$ cat src/rtl/rtc_shadow_regs.sv
module rtc_shadow_regs #(
  parameter int ADDR_W = 17
) (
  input  logic              clk,
  input  logic              rst_n,
  input  logic [ADDR_W-1:0] bus_addr,
  input  logic              bus_wr,
  input  logic              bus_rd,
  input  logic [7:0]        bus_wdata,
  output logic [7:0]        bus_rdata,
  output logic              reg_hit,
  input  logic [63:0]       live_time,
  input  logic              batt_good,
  output logic [63:0]       load_time,
  output logic              load_en,
  output logic              ftest_en
);
  localparam int NREG = 8;
  localparam int IDX_W = $clog2(NREG);
  localparam logic [63:0] FMASK = {8'hFF, 8'h1F, 8'h3F, 8'h07, 8'h3F, 8'h7F, 8'h7F, 8'h3F};
  localparam logic [63:0] SMASK = {8'h00, 8'hE0, 8'hC0, 8'h78, 8'hC0, 8'h80, 8'h80, 8'h00};

  logic [7:0] ureg [NREG];
  logic [7:0] nxt  [NREG];
  logic       hold_b, set_b, ld;
  logic [IDX_W-1:0] idx;
  logic       wr, ctl_wr, refresh;

  assign idx     = bus_addr[IDX_W-1:0];
  assign reg_hit = &bus_addr[ADDR_W-1:IDX_W];
  assign wr      = bus_wr && reg_hit;
  assign ctl_wr  = wr && (idx == '0);
  assign refresh = !hold_b && !set_b && !ctl_wr && !ld;
  assign load_en = ld;
  assign ftest_en = ureg[4][6];

  always_comb begin
    for (int i = 0; i < NREG; i++) begin
      nxt[i] = ureg[i];
      if (refresh)
        nxt[i] = (nxt[i] & ~FMASK[8*i +: 8]) | (live_time[8*i +: 8] & FMASK[8*i +: 8]);
      if (wr && idx == IDX_W'(i)) begin
        nxt[i] = (nxt[i] & ~SMASK[8*i +: 8]) | (bus_wdata & SMASK[8*i +: 8]);
        if ((i == 0) ? bus_wdata[7] : set_b)
          nxt[i] = (nxt[i] & ~FMASK[8*i +: 8]) | (bus_wdata & FMASK[8*i +: 8]);
      end
      load_time[8*i +: 8] = ureg[i] & FMASK[8*i +: 8];
    end
  end

  always_ff @(posedge clk) begin
    if (!rst_n) begin
      for (int i = 0; i < NREG; i++) ureg[i] <= '0;
      hold_b <= 1'b0;
      set_b  <= 1'b0;
      ld     <= 1'b0;
    end else begin
      for (int i = 0; i < NREG; i++) ureg[i] <= nxt[i];
      ld <= ctl_wr && set_b && !bus_wdata[7];
      if (ctl_wr) begin
        hold_b <= bus_wdata[6];
        set_b  <= bus_wdata[7];
      end
    end
  end

  always_comb begin
    case (idx)
      3'd0:    bus_rdata = {set_b, hold_b, ureg[0][5:0]};
      3'd4:    bus_rdata = {batt_good, ureg[4][6:0]};
      default: bus_rdata = ureg[idx];
    endcase
    if (!(bus_rd && reg_hit)) bus_rdata = '0;
  end

  p_refresh_r2: assert property (@(posedge clk) disable iff (!rst_n)
    (!hold_b && !set_b && !ld && !ctl_wr) |=>
      (ureg[1][6:0] == $past(live_time[14:8]) && ureg[7] == $past(live_time[63:56])));

  p_coherent_r10: assert property (@(posedge clk) disable iff (!rst_n)
    (!hold_b && !set_b && !ld && !ctl_wr) |=>
      (ureg[0][5:0] == $past(live_time[5:0]) && ureg[4][2:0] == $past(live_time[34:32])));

  p_freeze_r3: assert property (@(posedge clk) disable iff (!rst_n)
    (hold_b && !set_b && !ctl_wr) |=> ($stable(ureg[1][6:0]) && $stable(ureg[2][6:0])));

  p_sethold_r4: assert property (@(posedge clk) disable iff (!rst_n)
    (set_b && !(wr && idx == 3'd1)) |=> $stable(ureg[1][6:0]));

  p_commit_r5: assert property (@(posedge clk) disable iff (!rst_n)
    (ctl_wr && set_b && !bus_wdata[7]) |=> load_en);

  p_pulse_r12: assert property (@(posedge clk) disable iff (!rst_n)
    load_en |=> !load_en);

  p_batt_r7: assert property (@(posedge clk) disable iff (!rst_n)
    (bus_rd && reg_hit && idx == 3'd4) |-> (bus_rdata[7] == batt_good));

  p_ftest_r8: assert property (@(posedge clk) disable iff (!rst_n)
    (wr && idx == 3'd4) |=> (ftest_en == $past(bus_wdata[6])));

  p_spare_r9: assert property (@(posedge clk) disable iff (!rst_n)
    !(wr && idx == 3'd1) |=> $stable(ureg[1][7]));
endmodule

$ cat config.mk
export PLATFORM = sky130hd
export DESIGN_NAME = rtc_shadow_regs
export DESIGN_NICKNAME = d
export VERILOG_FILES = /design/src/rtl/rtc_shadow_regs.sv
export SDC_FILE = /design/constraint.sdc
export NUM_CORES = 1
export LEC_CHECK = 0
export ABC_AREA = 1
export BUFFER_PORTS_ARGS = -buffer_cell sky130_fd_sc_hd__buf_4
export CORE_ASPECT_RATIO = 0.9
export CORE_MARGIN = 5
export CORE_UTILIZATION = 25
export CTS_CLUSTER_DIAMETER = 60
export DETAILED_ROUTE_END_ITERATION = 12
export PLACE_DENSITY = 0.45
export SLEW_MARGIN = 10
export SYNTH_ARGS = -nofsm -noshare
export SYNTH_HDL_FRONTEND = slang
export SYNTH_SLANG_ARGS = --single-unit
$ cat constraint.sdc
create_clock -name clk -period 5.2 [get_ports clk]
set_clock_uncertainty 0.15 [all_clocks]
set_input_delay 1.04 -clock clk [delete_from_list [all_inputs] [get_ports clk]]
set_output_delay 1.04 -clock clk [all_outputs]
set_load 0.05 [all_outputs]
==> impl_metrics.env, run 1 <==
export IMPL_die_w_um=147
export IMPL_dp_slack_ps=1210
export IMPL_cts_buffers_inserted=9
export IMPL_status="finished clean"
export IMPL_cts_hold_buf=0
export IMPL_crit_arrival_ps=2850
export IMPL_cap_violations=0
export IMPL_r2r_slack_ps=2680
export IMPL_grt_max_degree=49
export IMPL_routed_wl_um=16200
export IMPL_core_area_um2=16700
export IMPL_first_global_vias=4460
export IMPL_hold_viol_final=0
export IMPL_clockBufferDepth=2
export IMPL_fin_crit_ps=4040
export IMPL_nets=825
export IMPL_first_pass_iters=5
export IMPL_ioPinCount=169
export IMPL_first_iter_violations=341
export IMPL_synth_cell_area_um2=4220
export IMPL_layout_drive_gt1_share=0.233
export IMPL_fin_ws_ps=1160
export IMPL_synthCells=648
export IMPL_fmax_mhz=248
export IMPL_rsz0062_at_grt="no"
export IMPL_portBuffers=136
export IMPL_met3_usage=0.0408
export IMPL_crit_fanout=18
export IMPL_via_per_inst=4.78
export IMPL_end_kind="output pin"
export IMPL_track_usage=0.161
export IMPL_vias=4515
export IMPL_worst_pin_slew_ps=920
export IMPL_final_cell_mix="buf_4, nand2_1, inv_1"
export IMPL_die_height_um=133
export IMPL_antenna_found_initial=0
export IMPL_synthDistinctLibCells=29
export IMPL_clock_sinks=64
export IMPL_synth_area_leader_cell="dfxtp_1"
export IMPL_final_common_cell="buf_4"
export IMPL_cp_start_kind="input pin"
export IMPL_path_class="in -> out"
export IMPL_ys_seq_area_frac=0.303
export IMPL_final_area_um2=5350
export IMPL_hpwl_um=12200
export IMPL_setup_tns_ps=0
export IMPL_placed_cell_area_um2=5060
export IMPL_p_leak_nw=2.51
export IMPL_drcViolationCount=0
export IMPL_routedWlPerCell_um=17.2
export IMPL_row_count=45
export IMPL_die_area_um2=19600
export IMPL_cts_resized=0
export IMPL_busiest_layer="met2"
export IMPL_diodes=0
export IMPL_clkTransAtPathRegs_ps=50
export IMPL_met1_usage=0.222
export IMPL_ys_flop_type="dfxtp_1"
export IMPL_ctsRootBufferMaster="clkbuf_16"
export IMPL_start_util=0.253
export IMPL_synth_top_area_frac=0.303
export IMPL_synth_area_top_cells="dfxtp_1, nand2_1, buf_4, nand3_1, nand3b_1"
export IMPL_htree_levels=3
export IMPL_grtUsageMet2=0.245
export IMPL_holdCritPathClass="reg -> reg"
export IMPL_post_route_period_util=0.777
export IMPL_required_ps=4010
export IMPL_grt_pass1_wl_um=24800
export IMPL_cts_tree="done"
export IMPL_synthArstFlopShare=0
export IMPL_synth_edf_count=0
export IMPL_yosysWarnings=0
export IMPL_antenna_left=0
export IMPL_gp_congestion=0.888
export IMPL_ys_ff_latch=64
export IMPL_globalRouteOverflowTotal=0
export IMPL_cts_setup_buffers=0
export IMPL_maxSlewHeadroom=0.384
export IMPL_setup_viol=0
export IMPL_area_growth_pct=26.7
export IMPL_clk_latency_ps=320
export IMPL_peakVddDrop_mv=0.137
export IMPL_p_per_area_nw_per_um2=265
export IMPL_slew_violations=0
export IMPL_avgSynthCellArea_um2=6.52
-- report_power, final --
group          switching (mW)  internal (mW)  total, mW
logic                   0.184         0.0972      0.281
clock network           0.218          0.391      0.609
registers              0.0166          0.511      0.528
total                   0.419          0.999       1.42
-- Yosys cell counts (5+ instances only) --
cell / n
nand2_1: 134
inv_1: 77
dfxtp_1: 64
nand3_1: 64
buf_4: 53
a21oi_1: 48
nor2_1: 47
nand3b_1: 41
o21ai_0: 27
nor3_1: 18
clkbuf_1: 13
buf_2: 11
o22ai_1: 10
a221oi_1: 6
inv_2: 6
o221ai_1: 6
a211oi_1: 5
-- worst paths after layout --
check	from	end	cells past startpoint
setup / recovery	bus_addr[0]	bus_rdata[2]	8
setup reg to reg	set_b	ureg[7][0]	7
hold / removal	ureg[6][6]	ureg[6][6]	2
hold reg to reg	ureg[6][6]	ureg[6][6]	2
-- cells by family (layout without fill, tap and decap cells) --
family          after synthesis  count (layout)  synth area share
compound gates              102             102             0.137
flops                        64              64             0.303
buf+inv                     165             236             0.199
simple gates                316             316             0.359
other cells                   1              16          0.000888
-- flip-flops by register name, summed over array words and instances, names as in the netlist --
register,cells
hold_b,1
set_b,1
ureg,61
load_en,1
-- per-layer routing --
layer | share of wire | up-vias
met2 | 0.44 | 182
met3 | 0.075 | 24
met4 | 0.023 | 0
met1 | 0.46 | 2096
met5 | 0 | -
li1 | - | 2213
-- metrics by stage --
stage	hold WS [ps]	total power, mW	utilization	instances
3_3_place_gp	290	0.817	0.302	931
6_report	308	1.42	0.320	945
4_1_cts	305	1.43	0.320	945
5_1_grt	340	1.48	0.320	945
2_1_floorplan	280	0.736	-	663
3_5_place_dp	298	0.820	0.302	931
-- cell type report --
class,instances,area (um2)
Fill cell,1824,11400
Multi-Input combinational cell,434,2160
Sequential cell,64,1280
Timing Repair Buffer,138,1040
Inverter,84,317
Tap cell,211,264
Clock buffer,11,253
Clock inverter,3,42.5
-- critical path, stage by stage --
cell      delay [ps]
buf_4            120
inv_2             60
nand2_1          480
o21ai_0          160
a221oi_1         420
nor3_1           170
nor2_1           170
buf_4            230
(Power assumes the default switching activity.)
==> run 2: changes to the inputs <==
clock period = 3.9 ns   (was 5.2 ns; I/O delays follow)
==> impl_metrics.env, run 2 (synthesis gave the netlist of run 1 again) <==
export IMPL_crit_path_top_delay_cell="nand2_1"
export IMPL_largest_reg_flops=61
export IMPL_maxSlewHeadroom=0.493
export IMPL_path_class="in -> out"
export IMPL_cap_violations=0
export IMPL_start_util=0.253
export IMPL_cts_hold_buf=0
export IMPL_final_util=0.324
export IMPL_r2r_cells=7
export IMPL_final_cells=952
export IMPL_fin_ws_ps=475
export IMPL_whs_ps=307
export IMPL_slew_violations=0
export IMPL_crit_top_cell="buf_4"
export IMPL_crit_arrival_ps=2490
export IMPL_post_route_period_util=0.878
export IMPL_highest_layer="met4"
export IMPL_die_w_um=147
export IMPL_hold_path_endpoint="ureg[6][6]"
export IMPL_hp_start="ureg[6][6]"
export IMPL_required_ps=2970
export IMPL_routedWlPerCell_um=17.2
export IMPL_track_usage=0.161
export IMPL_hpwl_um=12300
export IMPL_first_pass_iters=5
export IMPL_gp_congestion=0.890
export IMPL_grt_max_degree=49
export IMPL_die_height_um=133
export IMPL_r2r_end="ureg[6][3]"
export IMPL_vias=4511
export IMPL_cp_start_kind="input pin"
export IMPL_portBuffers=136
export IMPL_die_area_um2=19600
export IMPL_fillers=1825
export IMPL_dp_slack_ps=502
export IMPL_nets=830
export IMPL_row_count=45
export IMPL_cts_resized=0
export IMPL_routed_wl_um=16300
export IMPL_diodes=0
export IMPL_grt_pass1_wl_um=24800
export IMPL_r2r_slack_ps=1410
export IMPL_whs_path_depth=2
export IMPL_final_common_cell="buf_4"
export IMPL_cts_buffers_inserted=9
export IMPL_clk_latency_ps=320
export IMPL_fin_crit_ps=3420
export IMPL_final_cell_mix="buf_4, nand2_1, inv_1"
export IMPL_dp_cells=936
export IMPL_slowest_delay_ps=440
export IMPL_htree_levels=3
export IMPL_ctsRootBufferMaster="clkbuf_16"
export IMPL_first_iter_violations=372
export IMPL_status="finished clean"
export IMPL_crit_chain="buf_4, inv_2, nand2_1, o21ai_0, a221oi_1, nor3_1, nor2_1, buf_4"
export IMPL_cts_tree="done"
export IMPL_clockBufferDepth=2
export IMPL_peakVddDrop_mv=0.199
export IMPL_worst_pin_slew_ps=759
export IMPL_crit_fanout=16
export IMPL_layout_drive_gt1_share=0.236
export IMPL_startpoint="bus_addr[0]"
export IMPL_hold_viol_final=0
export IMPL_area_growth_pct=28.2
export IMPL_setup_tns_ps=0
export IMPL_end_kind="output pin"
export IMPL_fmax_mhz=292
export IMPL_first_global_vias=4339
export IMPL_holdCritPathClass="reg -> reg"
export IMPL_antenna_left=0
export IMPL_globalRouteOverflowTotal=0
export IMPL_clock_sinks=64
export IMPL_wl_met3_um=1150
export IMPL_clkTransAtPathRegs_ps=50
export IMPL_p_per_area_nw_per_um2=360
export IMPL_p_leak_nw=2.55
export IMPL_r2r_start="set_b"
export IMPL_setup_viol=0
export IMPL_top_register="ureg"
export IMPL_via_per_inst=4.74
export IMPL_wl_met2_um=7010
export IMPL_core_area_um2=16700
export IMPL_drcViolationCount=0
export IMPL_rsz0062_at_grt="no"
export IMPL_antenna_found_initial=0
export IMPL_drt_met1_wl_um=7840
export IMPL_cts_setup_buffers=0
export IMPL_ioPinCount=169
-- run 2: worst max-delay path by stage --
stage               cells after the start           end
finish                                  8  bus_rdata[2]
global placement                        8  bus_rdata[1]
floorplan                               6  bus_rdata[7]
detailed placement                      8  bus_rdata[2]
global route                            8  bus_rdata[2]
CTS                                     8  bus_rdata[1]
-- run 2: through the flow --
step	power (mW)	instance area, um2
4_1_cts	1.96	5420
3_3_place_gp	1.09	5100
3_5_place_dp	1.10	5100
2_1_floorplan	0.982	4290
5_1_grt	2.02	5420
6_report	1.95	5420
-- run 2: area by class of cell --
cell class,count,area (um2),area share
timing repair buffer,143,1070,0.198
multi-input combinational,434,2160,0.400
sequential,64,1280,0.237
clock inverter,3,65.1,0.0120
inverter,84,317,0.0585
clock buffer,13,250,0.0462
tap,211,264,0.0488
-- run 2: worst max-delay path: cells and delay by family --
| kind | cells | cell delay [ps] |
|---|---|---|
| compound gates | 2 | 540 |
| buf+inv | 3 | 410 |
| simple gates | 3 | 750 |
-- run 2: layer usage --
layer,vias up,GRT usage
li1,2226,-
met1,2074,0.227
met2,188,0.242
met3,23,0.0388
met4,0,0.0492
met5,-,0
-- run 2: where the power goes --
| part | internal (mW) | switching, mW | total (mW) |
|---|---|---|---|
| clock | 0.577 | 0.294 | 0.871 |
| combinational | 0.131 | 0.245 | 0.377 |
| sequential | 0.681 | 0.0226 | 0.704 |
